### config.mk
export PLATFORM = sky130hd
export DESIGN_NAME = rtc_irq_unit
export DESIGN_NICKNAME = d
export VERILOG_FILES = /design/src/rtl/rtc_irq_pkg.sv /design/src/rtl/rtc_alarm_cmp.sv /design/src/rtl/rtc_irq_src.sv /design/src/rtl/rtc_irq_unit.sv
export SDC_FILE = /design/constraint.sdc
export NUM_CORES = 1
export LEC_CHECK = 0
export BUFFER_PORTS_ARGS = -buffer_cell sky130_fd_sc_hd__buf_4
export CORE_ASPECT_RATIO = 1.5
export CORE_MARGIN = 5
export CORE_UTILIZATION = 45
export DETAILED_ROUTE_END_ITERATION = 8
export HOLD_SLACK_MARGIN = 0.03
export PLACE_DENSITY = 0.7
export SETUP_SLACK_MARGIN = 0.1
export SYNTH_ARGS = -nofsm -noshare
export SYNTH_HDL_FRONTEND = slang
export SYNTH_SLANG_ARGS = --single-unit
export TNS_END_PERCENT = 100
### constraint.sdc
create_clock -name clk -period 1.7 [get_ports clk]
set_input_delay 0.17 -clock clk [delete_from_list [all_inputs] [get_ports clk]]
set_output_delay 0.17 -clock clk [all_outputs]
set_load 0.1 [all_outputs]
### src/rtl/rtc_irq_pkg.sv
package rtc_irq_pkg;
   localparam int NSRC        = 3;
   localparam int SRC_ALARM   = 0;
   localparam int SRC_TIMER   = 1;
   localparam int SRC_UPDATE  = 2;
   // flag and enable bit of source i sits at SRC_LSB + i
   localparam int SRC_LSB     = 3;
   localparam int MODE_UPD_BIT = 5;
   localparam int MODE_DAY_BIT = 6;
   localparam int ADR_ALM_MIN  = 0;
   localparam int ADR_ALM_HOUR = 1;
   localparam int ADR_ALM_DAY  = 2;
   localparam int ADR_MODE     = 3;
   localparam int ADR_FLAG     = 4;
   localparam int ADR_IEN      = 5;
endpackage

### src/rtl/rtc_alarm_cmp.sv
module rtc_alarm_cmp #(
   parameter int MIN_W     = 7,
   parameter int HOUR_W    = 6,
   parameter int DATE_W    = 6,
   parameter int WDAY_N    = 7,
   parameter bit MULTI_DAY = 1'b1
) (
   input  logic [MIN_W-1:0]  alm_min,
   input  logic              ign_min,
   input  logic [HOUR_W-1:0] alm_hour,
   input  logic              ign_hour,
   input  logic [DATE_W-1:0] alm_date,
   input  logic [WDAY_N-1:0] alm_wday,
   input  logic              ign_day,
   input  logic              day_is_date,
   input  logic [MIN_W-1:0]  cur_min,
   input  logic [HOUR_W-1:0] cur_hour,
   input  logic [DATE_W-1:0] cur_date,
   input  logic [WDAY_N-1:0] cur_wday,
   output logic              hit
);
   logic min_ok, hour_ok, day_ok, wday_eq;

   generate
      if (MULTI_DAY) begin : g_wday_mask
         assign wday_eq = |(alm_wday & cur_wday);
      end else begin : g_wday_exact
         assign wday_eq = (alm_wday == cur_wday);
      end
   endgenerate

   always_comb begin
      min_ok  = ign_min  | (alm_min  == cur_min);
      hour_ok = ign_hour | (alm_hour == cur_hour);
      day_ok  = ign_day  | (day_is_date ? (alm_date == cur_date) : wday_eq);
      hit     = min_ok & hour_ok & day_ok;
   end
endmodule

### src/rtl/rtc_irq_src.sv
module rtc_irq_src #(
   parameter bit SET_WINS = 1'b1
) (
   input  logic clk,
   input  logic rst_n,
   input  logic evt,
   input  logic clr,
   input  logic en,
   output logic flag,
   output logic req
);
   logic flag_q, flag_d;

   generate
      if (SET_WINS) begin : g_set_first
         always_comb flag_d = evt ? 1'b1 : (clr ? 1'b0 : flag_q);
      end else begin : g_clr_first
         always_comb flag_d = clr ? 1'b0 : (evt ? 1'b1 : flag_q);
      end
   endgenerate

   always_ff @(posedge clk or negedge rst_n) begin
      if (!rst_n) flag_q <= 1'b0;
      else        flag_q <= flag_d;
   end

   assign flag = flag_q;
   assign req  = flag_q & en;

   AST_FLAG_NEEDS_EVT: assert property (@(posedge clk) disable iff (!rst_n)
      $rose(flag_q) |-> $past(evt));
   AST_FLAG_STICKY: assert property (@(posedge clk) disable iff (!rst_n)
      $fell(flag_q) |-> $past(clr));

   generate
      if (SET_WINS) begin : g_chk_set
         AST_EVT_BEATS_CLR: assert property (@(posedge clk) disable iff (!rst_n)
            evt |=> flag_q);
      end
   endgenerate
endmodule

### src/rtl/rtc_irq_unit.sv
module rtc_irq_unit
   import rtc_irq_pkg::*;
#(
   parameter int DATA_W    = 8,
   parameter int ADDR_W    = 3,
   parameter int MIN_W     = 7,
   parameter int HOUR_W    = 6,
   parameter int DATE_W    = 6,
   parameter int WDAY_N    = 7,
   parameter bit MULTI_DAY = 1'b1,
   parameter bit SET_WINS  = 1'b1
) (
   input  logic              clk,
   input  logic              rst_n,
   input  logic              sec_tick,
   input  logic              min_tick,
   input  logic              tmr_evt,
   input  logic [MIN_W-1:0]  cur_min,
   input  logic [HOUR_W-1:0] cur_hour,
   input  logic [DATE_W-1:0] cur_date,
   input  logic [WDAY_N-1:0] cur_wday,
   input  logic              reg_we,
   input  logic [ADDR_W-1:0] reg_addr,
   input  logic [DATA_W-1:0] reg_wdata,
   output logic [DATA_W-1:0] reg_rdata,
   output logic              irq_oe
);
   localparam int IGN_BIT = DATA_W - 1;
   localparam logic [DATA_W-1:0] ALM_RST = DATA_W'(1) << IGN_BIT;

   generate
      if (IGN_BIT <= MODE_DAY_BIT) begin : g_bad_data_w
         $error("DATA_W too small for the mode and ignore bits");
      end
      if (SRC_LSB + NSRC > MODE_DAY_BIT + 1) begin : g_bad_src
         $error("source bits overlap");
      end
      if (MIN_W > IGN_BIT || HOUR_W > IGN_BIT || DATE_W > IGN_BIT || WDAY_N > IGN_BIT) begin : g_bad_field
         $error("time field wider than alarm register payload");
      end
      if ((1 << ADDR_W) <= ADR_IEN) begin : g_bad_addr
         $error("ADDR_W too small for the register map");
      end
   endgenerate

   logic [DATA_W-1:0] alm_min_q, alm_hour_q, alm_day_q;
   logic              day_sel_q, upd_sel_q;
   logic [NSRC-1:0]   ien_q;
   logic [NSRC-1:0]   evt_w, clr_w, flag_w, req_w;
   logic              alarm_hit;
   logic              wr_min, wr_hour, wr_day, wr_mode, wr_flag, wr_ien;

   always_comb begin
      wr_min  = reg_we && (reg_addr == ADDR_W'(ADR_ALM_MIN));
      wr_hour = reg_we && (reg_addr == ADDR_W'(ADR_ALM_HOUR));
      wr_day  = reg_we && (reg_addr == ADDR_W'(ADR_ALM_DAY));
      wr_mode = reg_we && (reg_addr == ADDR_W'(ADR_MODE));
      wr_flag = reg_we && (reg_addr == ADDR_W'(ADR_FLAG));
      wr_ien  = reg_we && (reg_addr == ADDR_W'(ADR_IEN));
   end

   always_ff @(posedge clk or negedge rst_n) begin
      if (!rst_n) begin
         alm_min_q  <= ALM_RST;
         alm_hour_q <= ALM_RST;
         alm_day_q  <= ALM_RST;
         day_sel_q  <= 1'b0;
         upd_sel_q  <= 1'b0;
         ien_q      <= '0;
      end else begin
         if (wr_min)  alm_min_q  <= reg_wdata;
         if (wr_hour) alm_hour_q <= reg_wdata;
         if (wr_day)  alm_day_q  <= reg_wdata;
         if (wr_mode) begin
            day_sel_q <= reg_wdata[MODE_DAY_BIT];
            upd_sel_q <= reg_wdata[MODE_UPD_BIT];
         end
         if (wr_ien) ien_q <= reg_wdata[SRC_LSB +: NSRC];
      end
   end

   rtc_alarm_cmp #(
      .MIN_W(MIN_W), .HOUR_W(HOUR_W), .DATE_W(DATE_W),
      .WDAY_N(WDAY_N), .MULTI_DAY(MULTI_DAY)
   ) u_cmp (
      .alm_min     (alm_min_q[MIN_W-1:0]),
      .ign_min     (alm_min_q[IGN_BIT]),
      .alm_hour    (alm_hour_q[HOUR_W-1:0]),
      .ign_hour    (alm_hour_q[IGN_BIT]),
      .alm_date    (alm_day_q[DATE_W-1:0]),
      .alm_wday    (alm_day_q[WDAY_N-1:0]),
      .ign_day     (alm_day_q[IGN_BIT]),
      .day_is_date (day_sel_q),
      .cur_min     (cur_min),
      .cur_hour    (cur_hour),
      .cur_date    (cur_date),
      .cur_wday    (cur_wday),
      .hit         (alarm_hit)
   );

   always_comb begin
      evt_w[SRC_ALARM]  = min_tick & alarm_hit;
      evt_w[SRC_TIMER]  = tmr_evt;
      evt_w[SRC_UPDATE] = upd_sel_q ? min_tick : sec_tick;
   end

   generate
      for (genvar i = 0; i < NSRC; i++) begin : g_src
         assign clr_w[i] = wr_flag & ~reg_wdata[SRC_LSB + i];
         rtc_irq_src #(.SET_WINS(SET_WINS)) u_src (
            .clk  (clk),
            .rst_n(rst_n),
            .evt  (evt_w[i]),
            .clr  (clr_w[i]),
            .en   (ien_q[i]),
            .flag (flag_w[i]),
            .req  (req_w[i])
         );
      end
   endgenerate

   assign irq_oe = |req_w;

   always_comb begin
      reg_rdata = '0;
      if (reg_addr == ADDR_W'(ADR_ALM_MIN))       reg_rdata = alm_min_q;
      else if (reg_addr == ADDR_W'(ADR_ALM_HOUR)) reg_rdata = alm_hour_q;
      else if (reg_addr == ADDR_W'(ADR_ALM_DAY))  reg_rdata = alm_day_q;
      else if (reg_addr == ADDR_W'(ADR_MODE)) begin
         reg_rdata[MODE_DAY_BIT] = day_sel_q;
         reg_rdata[MODE_UPD_BIT] = upd_sel_q;
      end
      else if (reg_addr == ADDR_W'(ADR_FLAG)) reg_rdata[SRC_LSB +: NSRC] = flag_w;
      else if (reg_addr == ADDR_W'(ADR_IEN))  reg_rdata[SRC_LSB +: NSRC] = ien_q;
   end

   AST_ALARM_ON_ROLLOVER: assert property (@(posedge clk) disable iff (!rst_n)
      $rose(flag_w[SRC_ALARM]) |-> $past(min_tick));
   AST_UPDATE_SOURCE: assert property (@(posedge clk) disable iff (!rst_n)
      $rose(flag_w[SRC_UPDATE]) |-> $past(upd_sel_q ? min_tick : sec_tick));
   AST_IRQ_RELEASE_BY_WRITE: assert property (@(posedge clk) disable iff (!rst_n)
      $fell(irq_oe) |-> $past(reg_we));
endmodule

==> out/summary.md <==
In this run the remaining antenna-violating nets after routing total 0. Leakage power total: 1.15 nW. The transition at the pin with the smallest max-transition slack works out to 0.403 ns. The cell type with the highest aggregate area in the netlist is sky130_fd_sc_hd__dfrtp_1. Setup repair after global routing could not meet its margin everywhere. The critical path capture point type is an output pin.

The final weighted congestion of routability-driven global placement was 0.852. At the end of the flow, the number of nets in the layout was 266. The fraction of layout cells with a size suffix above 1 is 0.540, and the ratio of total power to cell area is 1070 nW/um^2. The floorplan core area was 3960 um^2.

STA classifies the critical path startpoint as a register. Class of the most critical hold timing path: in -> reg. The critical path is of the reg -> out type. Along the worst path, the maximum fanout reaches 2. 52 I/O pins were placed.

Data on the critical path is required at its endpoint by 1.53 ns. The routed design could run at a clock period as short as 1.64 ns. The average cell area after synthesis is 11.6 um^2, and the mean number of vias per cell is 5.70. The final cell area excluding filler cells came out at 2590 um^2. The count of clock tree sinks was 32.

The number of distinct library cells after synthesis is 41, and the number of setup violations in the final report is 0. The warning count from the yosys run was 0; the count of TritonRoute iterations in the first routing pass was 4. In the post-synthesis netlist, the biggest area contributors are sky130_fd_sc_hd__dfrtp_1 (39%), sky130_fd_sc_hd__mux2_2 (13%), sky130_fd_sc_hd__mux2_4 (6.5%).

The run gives 1,722 as the via count of the first global-routing pass. The H-tree generated during clock tree synthesis spans 2 levels. Derived from the worst setup path, the maximum achievable clock frequency is 611 MHz. Once detailed placement completed, the half-perimeter wirelength came to 3900 um.

The logs give 269 for the final instance count without filler cells and 0.468 for the initial cell density of the core. The remaining max-slew budget at the tightest pin is 0.731, and the maximum buffer depth of the clock tree is 2. The cell area that synthesis handed to floorplanning was 1850 um^2.

The logs give 1,534 for the via count of the routed design and 51 for the number of DRC markers after the initial detailed-route iteration. After clock tree synthesis, the clock-pin slew on the worst setup and hold paths is 0.07 ns. The run finished with clean final reports. The global-route wire length before repair was 8330 um; the part of the cycle the worst path needs was 0.963. The width of the chip came out at 62.4 um. Leaving out fill and tap cells, the most frequent cells in the layout are sky130_fd_sc_hd__buf_4 (53), sky130_fd_sc_hd__dfrtp_1 (29), sky130_fd_sc_hd__mux2_2 (21).

After detailed routing, the number of remaining DRC violations is 0. Cell at the root of the clock tree: sky130_fd_sc_hd__clkbuf_8. TritonCTS built the clock tree.

Entering global routing, the biggest net connects 33 pins. Between clock sinks in the finished design, the worst skew comes to 0.00679 ns. For the final routed database, the setup TNS stands at 0 ns. The number of antenna diodes in the final layout is 0. Once placement completed, the tool counted placed cells totaling 254.

The fraction of synthesized cell area taken by the top area cell type was 0.392; the area of the die was 5530 um^2. The run gives 0 as the initial antenna violation count. For the overall global routing resource usage, the log shows 0.192.

Most used flip-flop cell after synthesis: sky130_fd_sc_hd__dfrtp_1. The area growth from synthesis to layout is 40.0%. The total of max-cap violations was 0; the total congestion overflow after global routing was 0. TritonCTS created 5 clock buffers. The final max-slew violation count was 0.

After detailed placement, the total cell area comes to 2340 um^2. Measured along the y axis, the die boundary spans 88.6 um. Share of flip-flops with an asynchronous set or reset: 1.00. The tools report the source-to-sink clock delay at the later pin of the worst-skew pair as 0.29 ns. The number of cell rows was 28.

The number of nets in the synthesized netlist is 203. In the final layout, flip-flops and latches occupy 805 um^2. In the final routed layout, each cell accounts on average for 18.8 um. The total count of hold-check failures in the final report is 0, and the peak ir drop on the vdd network is 0.000831 V. The final wirelength was 5060 um.

For the data arrival time of the worst path, the log shows 1.47 ns. The tools report the number of filler instances in the final layout as 322. For the post-synthesis sequential area ratio, the log shows 0.434. The most common library cell in the layout ignoring fill and taps is sky130_fd_sc_hd__buf_4.

Synthesis produced a netlist whose cell count is 160. During placement, the flow inserted port buffers numbering 51. Counting flops and latches in the post-synthesis netlist gives 32. The number of synthesized flops with an enable pin is 0. The combined area of the multi-input logic cells was 1070 um^2.
logic make-up (layout without fill, tap and decap cells):
kind of cell	after synthesis	count (layout)	share of synthesized area
xor gates and xnor gates	19	19	0.0898
and+or+nand+nor	38	38	0.112
DFF	32	32	0.434
buffers and inverters	9	73	0.0284
muxes	36	36	0.238
AOI/OAI and AO/OA	26	26	0.0979
registers in the layout, indices dropped and copies added, names as in the netlist:
name / cells
alm_day_q: 8
alm_hour_q: 8
alm_min_q: 8
day_sel_q: 1
g_src.u_src.flag: 3
ien_q: 3
upd_sel_q: 1
cells in the mapped netlist, types with 4 or more instances:
master,n
sky130_fd_sc_hd__xnor2_1,7
sky130_fd_sc_hd__nor2_1,13
sky130_fd_sc_hd__a22oi_1,4
sky130_fd_sc_hd__nand2_1,7
sky130_fd_sc_hd__dfrtp_1,29
sky130_fd_sc_hd__mux2i_1,5
sky130_fd_sc_hd__a21oi_1,5
sky130_fd_sc_hd__xor2_1,12
sky130_fd_sc_hd__mux2_2,21
sky130_fd_sc_hd__mux2_4,8
sky130_fd_sc_hd__a211oi_1,4
area by class of cell:
type | count | area share
multi-input combinational | 119 | 0.413
inverter | 2 | 0.00289
timing repair buffer | 63 | 0.216
clock inverter | 2 | 0.00386
sequential | 32 | 0.310
clock buffer | 6 | 0.0318
tap | 45 | 0.0217
layer usage:
layer	vias to the layer above	GRT usage	wire, um
li1	709	-	-
met1	774	0.201	1860
met4	0	0.0811	103
met5	-	0	0
met3	9	0.0445	245
met2	42	0.365	2850
critical path, stage by stage, from the launching register on:
cell                      delay (ns)
sky130_fd_sc_hd__dfrtp_1        0.39
sky130_fd_sc_hd__mux4_2         0.48
sky130_fd_sc_hd__nor2b_4        0.15
sky130_fd_sc_hd__buf_12         0.17
worst paths after layout:
kind | start | endpoint | slack, ns | cells after the start
worst min-delay path | tmr_evt | g_src[1].u_src.flag | 0.07 | 2
worst max register to register | alm_min_q[6] | g_src[0].u_src.flag | 0.11 | 5
min in group asynchronous | rst_n | ien_q[2] | 0.35 | 2
max in group asynchronous | rst_n | alm_hour_q[7] | 1.01 | 2
worst max-delay path | day_sel_q | reg_rdata[6] | 0.06 | 3
worst min register to register | alm_hour_q[6] | alm_hour_q[6] | 0.52 | 1
through the flow:
step	worst slack [ns]	hold WS [ns]	util	total power [mW]
2_1_floorplan	-0.0777	-0.126	-	1.76
3_3_place_gp	0.201	0.127	0.592	2.03
3_5_place_dp	0.182	0.129	0.592	2.06
4_1_cts	0.0423	0.0676	0.637	2.73
5_1_grt	0.0196	0.0667	0.655	2.91
6_report	0.0621	0.0720	0.655	2.78
repair_timing:
item / 4_1_cts / 5_1_grt
endpoints found under the hold margin: 29 / 0
pin swaps: 1 / 4
buffers inserted: 4 / 2
hold buffers: 1 / 0
setup endpoints to repair: 8 / 9
gates resized for setup: 12 / 13
power by group:
group	internal, mW	leakage [nW]	total (mW)	switching [mW]
clock network	0.322	0.0510	0.599	0.276
registers	0.939	0.372	1.11	0.170
logic	0.513	0.723	1.07	0.556
Power figures use the tool's default switching activity.
